**config.mk**
```make
export PLATFORM = sky130hd
export DESIGN_NAME = uart_fifo_status
export DESIGN_NICKNAME = d
export VERILOG_FILES = /design/src/rtl/uart_fifo_pkg.sv /design/src/rtl/byte_fifo.sv /design/src/rtl/sticky_flag.sv /design/src/rtl/tx_line_tracker.sv /design/src/rtl/uart_fifo_status.sv
export SDC_FILE = /design/constraint.sdc
export NUM_CORES = 1
export LEC_CHECK = 0
export BUFFER_PORTS_ARGS = -buffer_cell sky130_fd_sc_hd__buf_2
export CORE_UTILIZATION = 61
export CTS_BUF_LIST = sky130_fd_sc_hd__clkbuf_16
export CTS_CLUSTER_DIAMETER = 120
export DETAILED_ROUTE_END_ITERATION = 12
export PLACE_DENSITY = 0.84
export SLEW_MARGIN = 20
export SYNTH_ARGS = -nofsm -noshare
export SYNTH_HDL_FRONTEND = slang
export SYNTH_HIERARCHICAL = 1
export SYNTH_SLANG_ARGS = --single-unit
```
**constraint.sdc**
```tcl
create_clock -name clk -period 3.9 [get_ports clk]
set_input_delay 0.39 -clock clk [delete_from_list [all_inputs] [get_ports clk]]
set_output_delay 0.39 -clock clk [all_outputs]
set_load 0.005 [all_outputs]
```
**src/rtl/uart_fifo_pkg.sv**
```systemverilog
package uart_fifo_pkg;
  localparam int BYTE_W = 8;
  typedef logic [BYTE_W-1:0] byte_t;

  function automatic bit is_pow2(input int n);
    return (n > 0) && ((n & (n - 1)) == 0);
  endfunction
endpackage

```
**src/rtl/byte_fifo.sv**
```systemverilog
module byte_fifo
  import uart_fifo_pkg::*;
#(
  parameter int DEPTH = 16,
  parameter int CW    = $clog2(DEPTH + 1)
) (
  input  logic          clk,
  input  logic          rst_n,
  input  logic          in_valid,
  input  byte_t         in_data,
  output logic          in_ready,
  output logic          dropped,
  output logic          out_valid,
  input  logic          out_ready,
  output byte_t         out_data,
  output logic [CW-1:0] count,
  output logic          full,
  output logic          empty
);
  localparam int AW = (DEPTH > 1) ? $clog2(DEPTH) : 1;

  byte_t         store [DEPTH];
  logic [AW-1:0] wr_ptr, rd_ptr, wr_nxt, rd_nxt;
  logic          push, pop;

  assign full      = (count == CW'(DEPTH));
  assign empty     = (count == '0);
  assign in_ready  = !full;
  assign out_valid = !empty;
  assign push      = in_valid && in_ready;
  assign pop       = out_valid && out_ready;
  assign dropped   = in_valid && !in_ready;
  assign out_data  = store[rd_ptr];

  generate
    if (is_pow2(DEPTH)) begin : g_wrap_free
      assign wr_nxt = wr_ptr + AW'(1);
      assign rd_nxt = rd_ptr + AW'(1);
    end else begin : g_wrap_cmp
      assign wr_nxt = (wr_ptr == AW'(DEPTH - 1)) ? '0 : wr_ptr + AW'(1);
      assign rd_nxt = (rd_ptr == AW'(DEPTH - 1)) ? '0 : rd_ptr + AW'(1);
    end
  endgenerate

  always_ff @(posedge clk) begin
    if (push) store[wr_ptr] <= in_data;
  end

  always_ff @(posedge clk or negedge rst_n) begin
    if (!rst_n) begin
      wr_ptr <= '0;
      rd_ptr <= '0;
      count  <= '0;
    end else begin
      if (push) wr_ptr <= wr_nxt;
      if (pop)  rd_ptr <= rd_nxt;
      case ({push, pop})
        2'b10:   count <= count + CW'(1);
        2'b01:   count <= count - CW'(1);
        default: count <= count;
      endcase
    end
  end

  AST_PUSH_GROWS: assert property (@(posedge clk) disable iff (!rst_n)
    (in_valid && in_ready && !(out_valid && out_ready)) |=> count == $past(count) + CW'(1));
  AST_POP_SHRINKS: assert property (@(posedge clk) disable iff (!rst_n)
    (out_valid && out_ready && !(in_valid && in_ready)) |=> count == $past(count) - CW'(1));
  AST_DROP_KEEPS: assert property (@(posedge clk) disable iff (!rst_n)
    (in_valid && full && !out_ready) |=> count == $past(count));
  AST_COUNT_BOUND: assert property (@(posedge clk) disable iff (!rst_n)
    count <= CW'(DEPTH));
endmodule

```
**src/rtl/sticky_flag.sv**
```systemverilog
module sticky_flag (
  input  logic clk,
  input  logic rst_n,
  input  logic set,
  input  logic clr,
  output logic q
);
  always_ff @(posedge clk or negedge rst_n) begin
    if (!rst_n)   q <= 1'b0;
    else if (set) q <= 1'b1;
    else if (clr) q <= 1'b0;
  end

  AST_STICKY_SET: assert property (@(posedge clk) disable iff (!rst_n)
    set |=> q);
  AST_STICKY_HOLD: assert property (@(posedge clk) disable iff (!rst_n)
    (q && !clr) |=> q);
endmodule

```
**src/rtl/tx_line_tracker.sv**
```systemverilog
module tx_line_tracker (
  input  logic clk,
  input  logic rst_n,
  input  logic load,
  input  logic stop_done,
  input  logic queue_empty,
  output logic idle
);
  logic busy;

  always_ff @(posedge clk or negedge rst_n) begin
    if (!rst_n)         busy <= 1'b0;
    else if (load)      busy <= 1'b1;
    else if (stop_done) busy <= 1'b0;
  end

  assign idle = queue_empty && !busy;

  AST_LOAD_BUSY: assert property (@(posedge clk) disable iff (!rst_n)
    load |=> !idle);
  AST_BUSY_HOLD: assert property (@(posedge clk) disable iff (!rst_n)
    (!idle && !stop_done && !load) |=> (!idle || $past(!queue_empty)));
endmodule

```
**src/rtl/uart_fifo_status.sv**
```systemverilog
module uart_fifo_status
  import uart_fifo_pkg::*;
#(
  parameter int DEPTH = 16
) (
  input  logic                         clk,
  input  logic                         rst_n,
  input  logic                         rx_in_valid,
  input  logic [7:0]                   rx_in_data,
  output logic                         rx_in_ready,
  output logic                         rd_valid,
  input  logic                         rd_ready,
  output logic [7:0]                   rd_data,
  input  logic                         tx_wr_valid,
  input  logic [7:0]                   tx_wr_data,
  output logic                         tx_wr_ready,
  output logic                         sh_valid,
  input  logic                         sh_ready,
  output logic [7:0]                   sh_data,
  input  logic                         sh_stop_done,
  input  logic                         clr_rx_ovf,
  input  logic                         clr_tx_ovf,
  output logic [$clog2(DEPTH+1)-1:0]   rx_count,
  output logic                         rx_empty,
  output logic                         rx_full,
  output logic                         rx_ovf,
  output logic [$clog2(DEPTH+1)-1:0]   tx_count,
  output logic                         tx_empty,
  output logic                         tx_full,
  output logic                         tx_ovf,
  output logic                         tx_idle
);
  localparam int CW = $clog2(DEPTH + 1);

  logic rx_drop, tx_drop;

  byte_fifo #(.DEPTH(DEPTH), .CW(CW)) u_rx_q (
    .clk(clk), .rst_n(rst_n),
    .in_valid(rx_in_valid), .in_data(rx_in_data), .in_ready(rx_in_ready),
    .dropped(rx_drop),
    .out_valid(rd_valid), .out_ready(rd_ready), .out_data(rd_data),
    .count(rx_count), .full(rx_full), .empty(rx_empty)
  );

  byte_fifo #(.DEPTH(DEPTH), .CW(CW)) u_tx_q (
    .clk(clk), .rst_n(rst_n),
    .in_valid(tx_wr_valid), .in_data(tx_wr_data), .in_ready(tx_wr_ready),
    .dropped(tx_drop),
    .out_valid(sh_valid), .out_ready(sh_ready), .out_data(sh_data),
    .count(tx_count), .full(tx_full), .empty(tx_empty)
  );

  sticky_flag u_rx_ovf (
    .clk(clk), .rst_n(rst_n), .set(rx_drop), .clr(clr_rx_ovf), .q(rx_ovf)
  );

  sticky_flag u_tx_ovf (
    .clk(clk), .rst_n(rst_n), .set(tx_drop), .clr(clr_tx_ovf), .q(tx_ovf)
  );

  tx_line_tracker u_line (
    .clk(clk), .rst_n(rst_n),
    .load(sh_valid && sh_ready), .stop_done(sh_stop_done),
    .queue_empty(tx_empty), .idle(tx_idle)
  );

  AST_RX_DROP_FLAGS: assert property (@(posedge clk) disable iff (!rst_n)
    (rx_in_valid && rx_full) |=> rx_ovf);
  AST_TX_DROP_FLAGS: assert property (@(posedge clk) disable iff (!rst_n)
    (tx_wr_valid && tx_full) |=> tx_ovf);
  AST_IDLE_EMPTY: assert property (@(posedge clk) disable iff (!rst_n)
    tx_idle |-> (tx_count == '0));
  AST_RX_FILL_CLEARS_EMPTY: assert property (@(posedge clk) disable iff (!rst_n)
    (rx_in_valid && rx_empty) |=> !rx_empty);
endmodule

```
==> impl_metrics.yaml, run 1 <==
finish:
  multiInputGateArea_um2: 3000
  drive_above_1_share_pct: 22.61
  seq_area_um2: 8416
  layout.nets: 790
  fill_cells: 1169
  areaGrowthSynthToFinish_pct: 10.87
  antenna_cells: 0
grt:
  busiest_layer: "met2"
  grt_pass1_vias: 6468
  grt_use_met1_pct: 35.23
  antenna_found_initial: 0
  grt_pass1_wl_mm: 36.61
  use_met3_pct: 4.000
  grt_usage_pct: 25.00
  grt_overflow: 0
  met2_usage_pct: 40.71
  grt_max_degree: 35
worst_hold_path:
  holdPathStages: 3
  hold_class: "in2reg"
  min_to: "u_rx_ovf/q"
  min_from: "clr_rx_ovf"
clock_network:
  htreeDepth: 1
  numCtsBuffers: 27
  clkLatencyLatePin_ns: 0.53
  clkSlewWorstSetupHoldPaths_ns: 0.06
  cts_root_buffer: "clkbuf_16"
  cts_sinks: 285
  post_cts_buffers: 0
  cts_tree: "yes"
  cts_buffer_depth: 3
timing:
  fin_crit_sh_pct: 88.64
  fin_crit_ns: 3.457
  hold_violations: 0
  tns_ns: 0
  worst_slew_pin_slew_ns: 1.033
  holdWs_ns: 0.1168
  rsz0062_at_grt: "no"
  maxSlewViolCount: 0
  fmax_mhz: 289.3
  relSlewSlack_pct: 31.15
  setup_viol: 0
  skew_ns: 0.01674
power:
  p_leak_nw: 4.706
  peakVddDrop_uv: 493.6
  p_per_area_nw_per_um2: 732.4
  swShare_pct: 33.29
  p_switching_mw: 3.164
  power_frac_clock_pct: 24.0
  combPwrFrac_pct: 30.3
  internal-power_mw: 6.340
  power_frac_seq_pct: 45.7
run_status:
  status: "complete, no violations"
worst_setup_path:
  r2r-end: "u_tx_q/count[4]"
  crit_arrival_ns: 3.07
  r2r_slack_ns: 0.82
  r2r-start: "u_tx_q/count[0]"
  start_kind: "register"
  setup.worst_path.class: "reg2out"
  worstPathMaxFanout: 34
  end_kind: "primary output"
  required_ns: 3.51
  worst-r2r-cell-count: 12
routing:
  ant_nets: 0
  vias_per_cell: 6.388
  vias: 6382
  drtPass1Iterations: 4
  wire_per_inst_um: 23.69
  drc: 0
  drtIter0Drc: 608
  drt-total-wl_mm: 23.67
synth:
  async_flop_share_pct: 10.18
  ys_top_cells_by_count: "edfxtp_1, mux2i_1, o21ai_0, nand2_1, mux4_2"
  syn_nets: 724
  synth_cell_types: 37
  ys_ff_latch: 285
  ys_seq_area_share_pct: 71.88
  ys.flop_type: "edfxtp_1"
  yosysMostFrequentCell: "edfxtp_1"
  synth_area_um2: 11700
  synth_area_leaders: "edfxtp_1, dfrtp_1, mux4_2"
  synth_edf_count: 256
  synth_top_cell_by_area: "edfxtp_1"
  synthCells: 679
  ys_warn_count: 6
  synth_top_area_share_pct: 65.68
  postSynthAreaPerCell_um2: 17.24
job:
  cap_viol_max_count: 0
placed_design:
  place.detailed.hpwl_mm: 15.38
  gp_congestion: 0.8099
  portBuffers: 61
floorplanning:
  die-area_um2: 19750
  die_h_um: 140.5
  rows: 50
  die_w_um: 140.5
  start_util_pct: 62.37
  pin_count: 62
  coreArea_um2: 18770
[final cells by class]
class / instances / share of cell area (%)
flip-flops and latches: 285 / 64.85
clock inverters: 22 / 0.7038
clock buffers: 27 / 5.206
well taps: 234 / 2.256
repair buffers: 73 / 3.259
multi-input cells: 337 / 23.12
inverters: 21 / 0.6074
[layout by cell type, fill, tap and decap left out, drive strengths merged, types with 4 or more instances in the layout]
cell / synthesis / routed
a21o: 5 / 5
a21oi: 20 / 20
a221oi: 16 / 16
a22oi: 16 / 16
and2: 7 / 7
buf: 24 / 72
clkbuf: 12 / 27
clkinv: 0 / 11
dfrtp: 29 / 29
edfxtp: 256 / 256
ha: 18 / 18
inv: 21 / 32
mux2: 18 / 18
mux2i: 50 / 50
mux4: 32 / 32
nand2: 38 / 38
nand2b: 6 / 6
nand3: 4 / 4
nor2: 24 / 24
nor2b: 5 / 5
nor3: 8 / 8
o21ai: 40 / 40
xnor2: 14 / 14
xor2: 6 / 6
[power by group through the flow]
| stage | registers (mW) | clock network, mW | logic, mW |
|---|---|---|---|
| 2_1_floorplan | 3.98 | 0 | 2.24 |
| 3_3_place_gp | 4.33 | 0 | 2.67 |
| 3_5_place_dp | 4.39 | 0 | 2.82 |
| 4_1_cts | 4.33 | 2.33 | 2.86 |
| 5_1_grt | 4.40 | 2.45 | 3.09 |
| 6_report | 4.34 | 2.28 | 2.88 |
[worst max-delay path, stage by stage (launching register included)]
cell,delay [ns]
dfrtp_2,1.05
buf_12,0.28
mux2i_1,0.10
a221oi_1,0.62
o21ai_0,0.23
nand2_1,0.12
buf_2,0.11
[worst max-delay path by stage]
| stage | startpoint | endpoint | cells after the start |
|---|---|---|---|
| after floorplan | u_rx_q/count[1] | u_rx_q/count[4] | 13 |
| after global placement | u_tx_q/count[0] | u_tx_q/count[4] | 12 |
| after detailed placement | u_tx_q/count[1] | u_tx_q/count[4] | 12 |
| after CTS | u_rx_q/rd_ptr[0] | rd_data[0] | 6 |
| after global routing | u_rx_q/rd_ptr[0] | rd_data[0] | 6 |
| final | u_rx_q/rd_ptr[0] | rd_data[0] | 6 |
[sequential cells by signal, summed over array words and instances (netlist names)]
name	flops
u_rx_q/rd_ptr	4
u_rx_q/count	5
u_rx_q/wr_ptr	4
u_tx_q/count	5
u_line/busy	1
u_tx_q/rd_ptr	4
u_tx_q/store	128
u_tx_q/wr_ptr	4
u_rx_q/store	128
u_tx_ovf/q	1
u_rx_ovf/q	1
[per-layer routing]
layer	up-vias	part of all wire, %
met2	313	49
li1	2763	-
met5	-	0
met1	3260	41
met4	0	2.2
met3	46	7.4
[stage by stage]
stage               util (%)  power, mW  std cells  setup WS (ns)  cell area [um2]
finish                 69.15      9.504        999         0.4429            12980
global route           69.15      9.943        999         0.3398            12980
CTS                    69.12      9.522        999         0.4732            12970
detailed placement     64.98      7.211        949         0.8697            12200
global placement       64.98      6.999        949          1.047            12200
floorplan                  -      6.216        679          1.148            11710
[logic make-up (layout without fill, tap and decap cells)]
group,after synthesis,after routing,synth area share (%)
fa+ha+maj,20,20,2.266
flops,285,285,71.88
buf+inv,57,143,2.533
mux,100,100,12.23
compound gates,97,97,5.131
xor+xnor,20,20,1.497
simple gates,100,100,4.468
[timing repair]
| item | CTS | global route |
|---|---|---|
| hold buffers | 1 | 0 |
| endpoints found under the hold margin | 29 | 0 |
| gates resized for setup | 0 | 0 |
Power figures use the tool's default switching activity.
==> inputs of run 2 (changes only) <==
CTS_CLUSTER_SIZE = 30   (was default)
REMOVE_ABC_BUFFERS = 1   (was default)
==> run 2 against run 1 <==
Compared with the run above: wire length is 7.4% lower; clock skew is 0.0032 ns higher; power is 9.4% lower; largest cell class unchanged.
==> impl_metrics.yaml, run 2 (synthesized netlist as in run 1, its figures left out) <==
finish:
  fin_util_pct: 66.93
  drive_above_1_share_pct: 21.06
  antenna_cells: 0
  layout_common_cells: "edfxtp_1, buf_2, mux2i_1"
  largestRegisters: "u_rx_q/store: 128 flops, u_tx_q/store: 128 flops"
  areaGrowthSynthToFinish_pct: 7.312
  layout.nets: 775
  fill_cells: 1201
  final_common_cell: "edfxtp_1"
clock_network:
  clkLatencyLatePin_ns: 0.49
  numCtsBuffers: 13
  cts_buffer_depth: 3
  cts_tree: "yes"
  post_cts_buffers: 0
  cts_resized: 0
  cts_sinks: 285
  htreeDepth: 1
  cts_hold_buffers: 1
  clkSlewWorstSetupHoldPaths_ns: 0.11
  cts_root_buffer: "clkbuf_16"
worst_setup_path:
  crit_family: "flip-flops"
  critPathSlowestCell: "dfrtp_2"
  end_kind: "primary output"
  crit_arrival_ns: 2.82
  worstPathMaxFanout: 26
  path_cells: "buf_4, mux2i_1, a221oi_1, o21ai_0, nand2_1, buf_2"
  start_kind: "register"
  path_depth: 6
  crit_buf_inv: 2
  worst-r2r-cell-count: 12
  slowest_delay_ns: 0.85
  required_ns: 3.51
  setup.worst_path.class: "reg2out"
timing:
  hold_violations: 0
  fin_crit_sh_pct: 82.36
  skew_ns: 0.01993
  fmax_mhz: 311.3
  worst_slew_pin_slew_ns: 0.9829
  holdWs_ns: 0.1616
  maxSlewViolCount: 0
  setup_viol: 0
  relSlewSlack_pct: 34.47
  fin_crit_ns: 3.212
  tns_ns: 0
  rsz0062_at_grt: "no"
  worst_slack_ns: 0.6880
routing:
  ant_nets: 0
  drtIter0Drc: 631
  wire_per_inst_um: 22.60
  vias: 6156
  drc: 0
  drtPass1Iterations: 5
  drt-total-wl_mm: 21.93
  vias_per_cell: 6.346
floorplanning:
  die_h_um: 140.5
  start_util_pct: 62.37
  coreArea_um2: 18770
  rows: 50
  die-area_um2: 19750
  die_w_um: 140.5
  pin_count: 62
placed_design:
  gp_congestion: 0.8552
  pre_cts_slack_ns: 0.8752
  place.detailed.hpwl_mm: 14.72
  portBuffers: 61
power:
  p_per_area_nw_per_um2: 685.6
  p_leak_nw: 4.474
  peakVddDrop_uv: 352.6
job:
  cap_viol_max_count: 0
worst_hold_path:
  holdPathStages: 3
  hold_class: "in2reg"
grt:
  use_met3_pct: 2.462
  grt_max_degree: 35
  grt_usage_pct: 22.94
  busiest_layer: "met2"
  grt_overflow: 0
  grt_pass1_vias: 6221
  grt_use_met1_pct: 34.21
  antenna_found_initial: 0
  met2_usage_pct: 37.63
  grt_pass1_wl_mm: 34.65
run_status:
  status: "complete, no violations"
==> run 2: changes by cell type in the layout (fill, tap and decap cells not counted) <==
cell	change
buf_12	-2
inv_12	+1
buf_4	+1
inv_1	-4
nor3_2	+3
nor3_1	-3
clkinv_2	-7
clkinv_1	-4
clkbuf_16	-14
==> run 2: final cells by class <==
class                           instances  area (um2)  area share, %
Sequential cell                       285        8416          67.00
Clock buffer                           13       325.3          2.590
Tap cell                              234       292.8          2.331
Clock inverter                          8       42.54         0.3387
Multi-Input combinational cell        337        3015          24.01
Timing Repair Buffer                   72       390.4          3.108
Inverter                               21       78.83         0.6276
==> run 2: metal layers <==
metal | share of wire, % | vias to the layer above
met5 | 0 | -
met4 | 1.8 | 0
met3 | 6.4 | 34
met2 | 50 | 271
met1 | 42 | 3135
li1 | - | 2716
==> run 2: metrics by stage <==
| step | cell area (um2) | power [mW] | cells |
|---|---|---|---|
| after floorplan | 11490 | 6.099 | 643 |
| after global placement | 12160 | 6.937 | 948 |
| after detailed placement | 12160 | 7.127 | 948 |
| after CTS | 12540 | 8.612 | 970 |
| after global routing | 12560 | 9.028 | 970 |
| final | 12560 | 8.611 | 970 |
==> run 2: worst min-delay path, cell delays in order <==
cell and delay, ns:
buf_2 0.09, inv_1 0.04, a21o_1 0.09
==> run 2: final timing paths <==
check / startpoint / end / slack, ns
max in group asynchronous: rst_n / u_rx_q/rd_ptr[0] / 2.97
setup / recovery: u_rx_q/rd_ptr[0] / rd_data[1] / 0.69
setup reg to reg: u_tx_q/count[1] / u_tx_q/count[4] / 0.85
hold reg to reg: u_tx_ovf/q / u_tx_ovf/q / 0.50
hold / removal: clr_tx_ovf / u_tx_ovf/q / 0.16
min in group asynchronous: rst_n / u_rx_ovf/q / 0.46
==> run 2: power by group <==
group          switching (mW)  total, mW  internal, mW
clock network           0.874       1.50         0.626
registers               0.502       4.25          3.75
logic                    1.55       2.86          1.31
total                    2.92       8.61          5.69
==> inputs of run 3 (changes only) <==
clock period = 3.2 ns   (was 3.9 ns; I/O delays follow)
==> run 3 against run 2 <==
Compared with the run above: non-clock buffer count down 2; power increased by 22%; clock-buffer cell count unchanged; combinational power grew 28%; first-iteration DRC count fell by 22%; worst setup slack worse by 0.46 ns; via count down 1.1%; clock power increased by 21%; critical path type is now reg2reg.
==> impl_metrics.yaml, run 3 (synthesized netlist as in run 1, its figures left out) <==
finish:
  layout_common_cells: "edfxtp_1, buf_2, mux2i_1"
  areaGrowthSynthToFinish_pct: 7.653
  largestRegisters: "u_rx_q/store: 128 flops, u_tx_q/store: 128 flops"
  layout.nets: 773
  fin_util_pct: 67.14
  stdcell_area_um2: 12600
  drive_above_1_share_pct: 21.39
  antenna_cells: 0
  final_common_cell: "edfxtp_1"
floorplanning:
  rows: 50
  die-area_um2: 19750
  pin_count: 62
  start_util_pct: 62.37
  die_w_um: 140.5
  die_h_um: 140.5
  coreArea_um2: 18770
grt:
  antenna_found_initial: 0
  grt_max_degree: 52
  grt_pass1_wl_mm: 33.99
  grt_pass1_vias: 6260
  grt_usage_pct: 22.74
  grt_overflow: 0
clock_network:
  post_cts_buffers: 0
  cts_root_buffer: "clkbuf_16"
  cts_sinks: 285
  htreeDepth: 1
  clkLatencyLatePin_ns: 0.48
  clkSlewWorstSetupHoldPaths_ns: 0.11
  cts_buffer_depth: 3
  cts_tree: "yes"
  cts_resized: 0
  numCtsBuffers: 13
  cts_hold_buffers: 1
routing:
  drtPass1Iterations: 5
  drt-total-wl_mm: 21.81
  vias: 6090
  drtIter0Drc: 492
  ant_nets: 0
  vias_per_cell: 6.291
  drc: 0
  wire_per_inst_um: 22.53
worst_setup_path:
  setup.worst_path.class: "reg2reg"
  worstPathMaxFanout: 9
  r2r_slack_ns: 0.23
  end_kind: "register"
  worst-r2r-cell-count: 12
  start_kind: "register"
  r2r-start: "u_rx_q/count[0]"
  crit_arrival_ns: 3.35
  r2r-end: "u_rx_q/count[4]"
  required_ns: 3.58
timing:
  relSlewSlack_pct: 26.92
  fmax_mhz: 336.9
  fin_crit_sh_pct: 92.76
  worst_slew_pin_slew_ns: 1.088
  skew_ns: 0.02002
  holdWs_ns: 0.08978
  setup_viol: 0
  tns_ns: 0
  fin_crit_ns: 2.968
  maxSlewViolCount: 0
  hold_violations: 0
  rsz0062_at_grt: "no"
placed_design:
  gp_congestion: 0.8894
  placed_area_um2: 12200
  place.detailed.hpwl_mm: 14.79
  portBuffers: 61
worst_hold_path:
  min_to: "u_line/busy"
  min_from: "sh_stop_done"
  hold_class: "in2reg"
  holdPathStages: 3
power:
  p_leak_nw: 4.481
  peakVddDrop_uv: 602.6
  p_per_area_nw_per_um2: 836.0
run_status:
  status: "complete, no violations"
job:
  cap_viol_max_count: 0
## run 3: report_power, final
group	internal (mW)	leakage, nW	switching (mW)
clock	0.763	0.205	1.06
sequential	4.57	2.66	0.480
combinational	1.64	1.62	2.02
total	6.98	4.48	3.56
## run 3: metal layers
metal	wire, um	share of wire, %	track usage, %	vias up
met5	0	0	0	-
met4	446	2.0	7.094	0
met3	1444	6.6	3.214	39
met2	10850	50	37.50	252
met1	9067	42	31.95	3094
li1	-	-	-	2705
## run 3: critical path, cell delays in order (launching register included)
cell and delay (ns):
dfrtp_1 0.47, nor4_4 0.35, nand2_2 0.10, and2_1 0.28, inv_1 0.10, ha_1 0.22, inv_1 0.10, fa_1 0.40
nor2b_1 0.15, o21ai_0 0.11, nand3_1 0.09, or3b_1 0.36, xnor2_1 0.13
## run 3: worst max path at each step
stage                     cells past startpoint  slack (ns)              from         endpoint
after floorplan                               3        0.22  u_rx_q/rd_ptr[0]       rd_data[0]
after global placement                       12        0.35   u_rx_q/count[0]  u_rx_q/count[4]
after detailed placement                     12        0.24   u_rx_q/count[0]  u_rx_q/count[4]
after CTS                                    12        0.23   u_rx_q/count[0]  u_rx_q/count[4]
after global routing                         12        0.05   u_rx_q/count[0]  u_rx_q/count[4]
final                                        12        0.23   u_rx_q/count[0]  u_rx_q/count[4]
## run 3: metrics by stage
step	total power, mW	setup slack [ns]	std cells
floorplan	7.433	0.2168	643
global placement	8.515	0.3522	946
detailed placement	8.743	0.2445	946
CTS	10.54	0.2293	968
global route	11.06	0.05032	968
finish	10.53	0.2316	968
## run 3: layout make-up
type / count / area [um2]
clock buffers: 13 / 325.3
clock inverters: 8 / 42.54
fillers: 1223 / 6167
inverters: 21 / 78.83
multi-input cells: 337 / 3033
flip-flops and latches: 285 / 8416
well taps: 234 / 292.8
repair buffers: 70 / 412.9
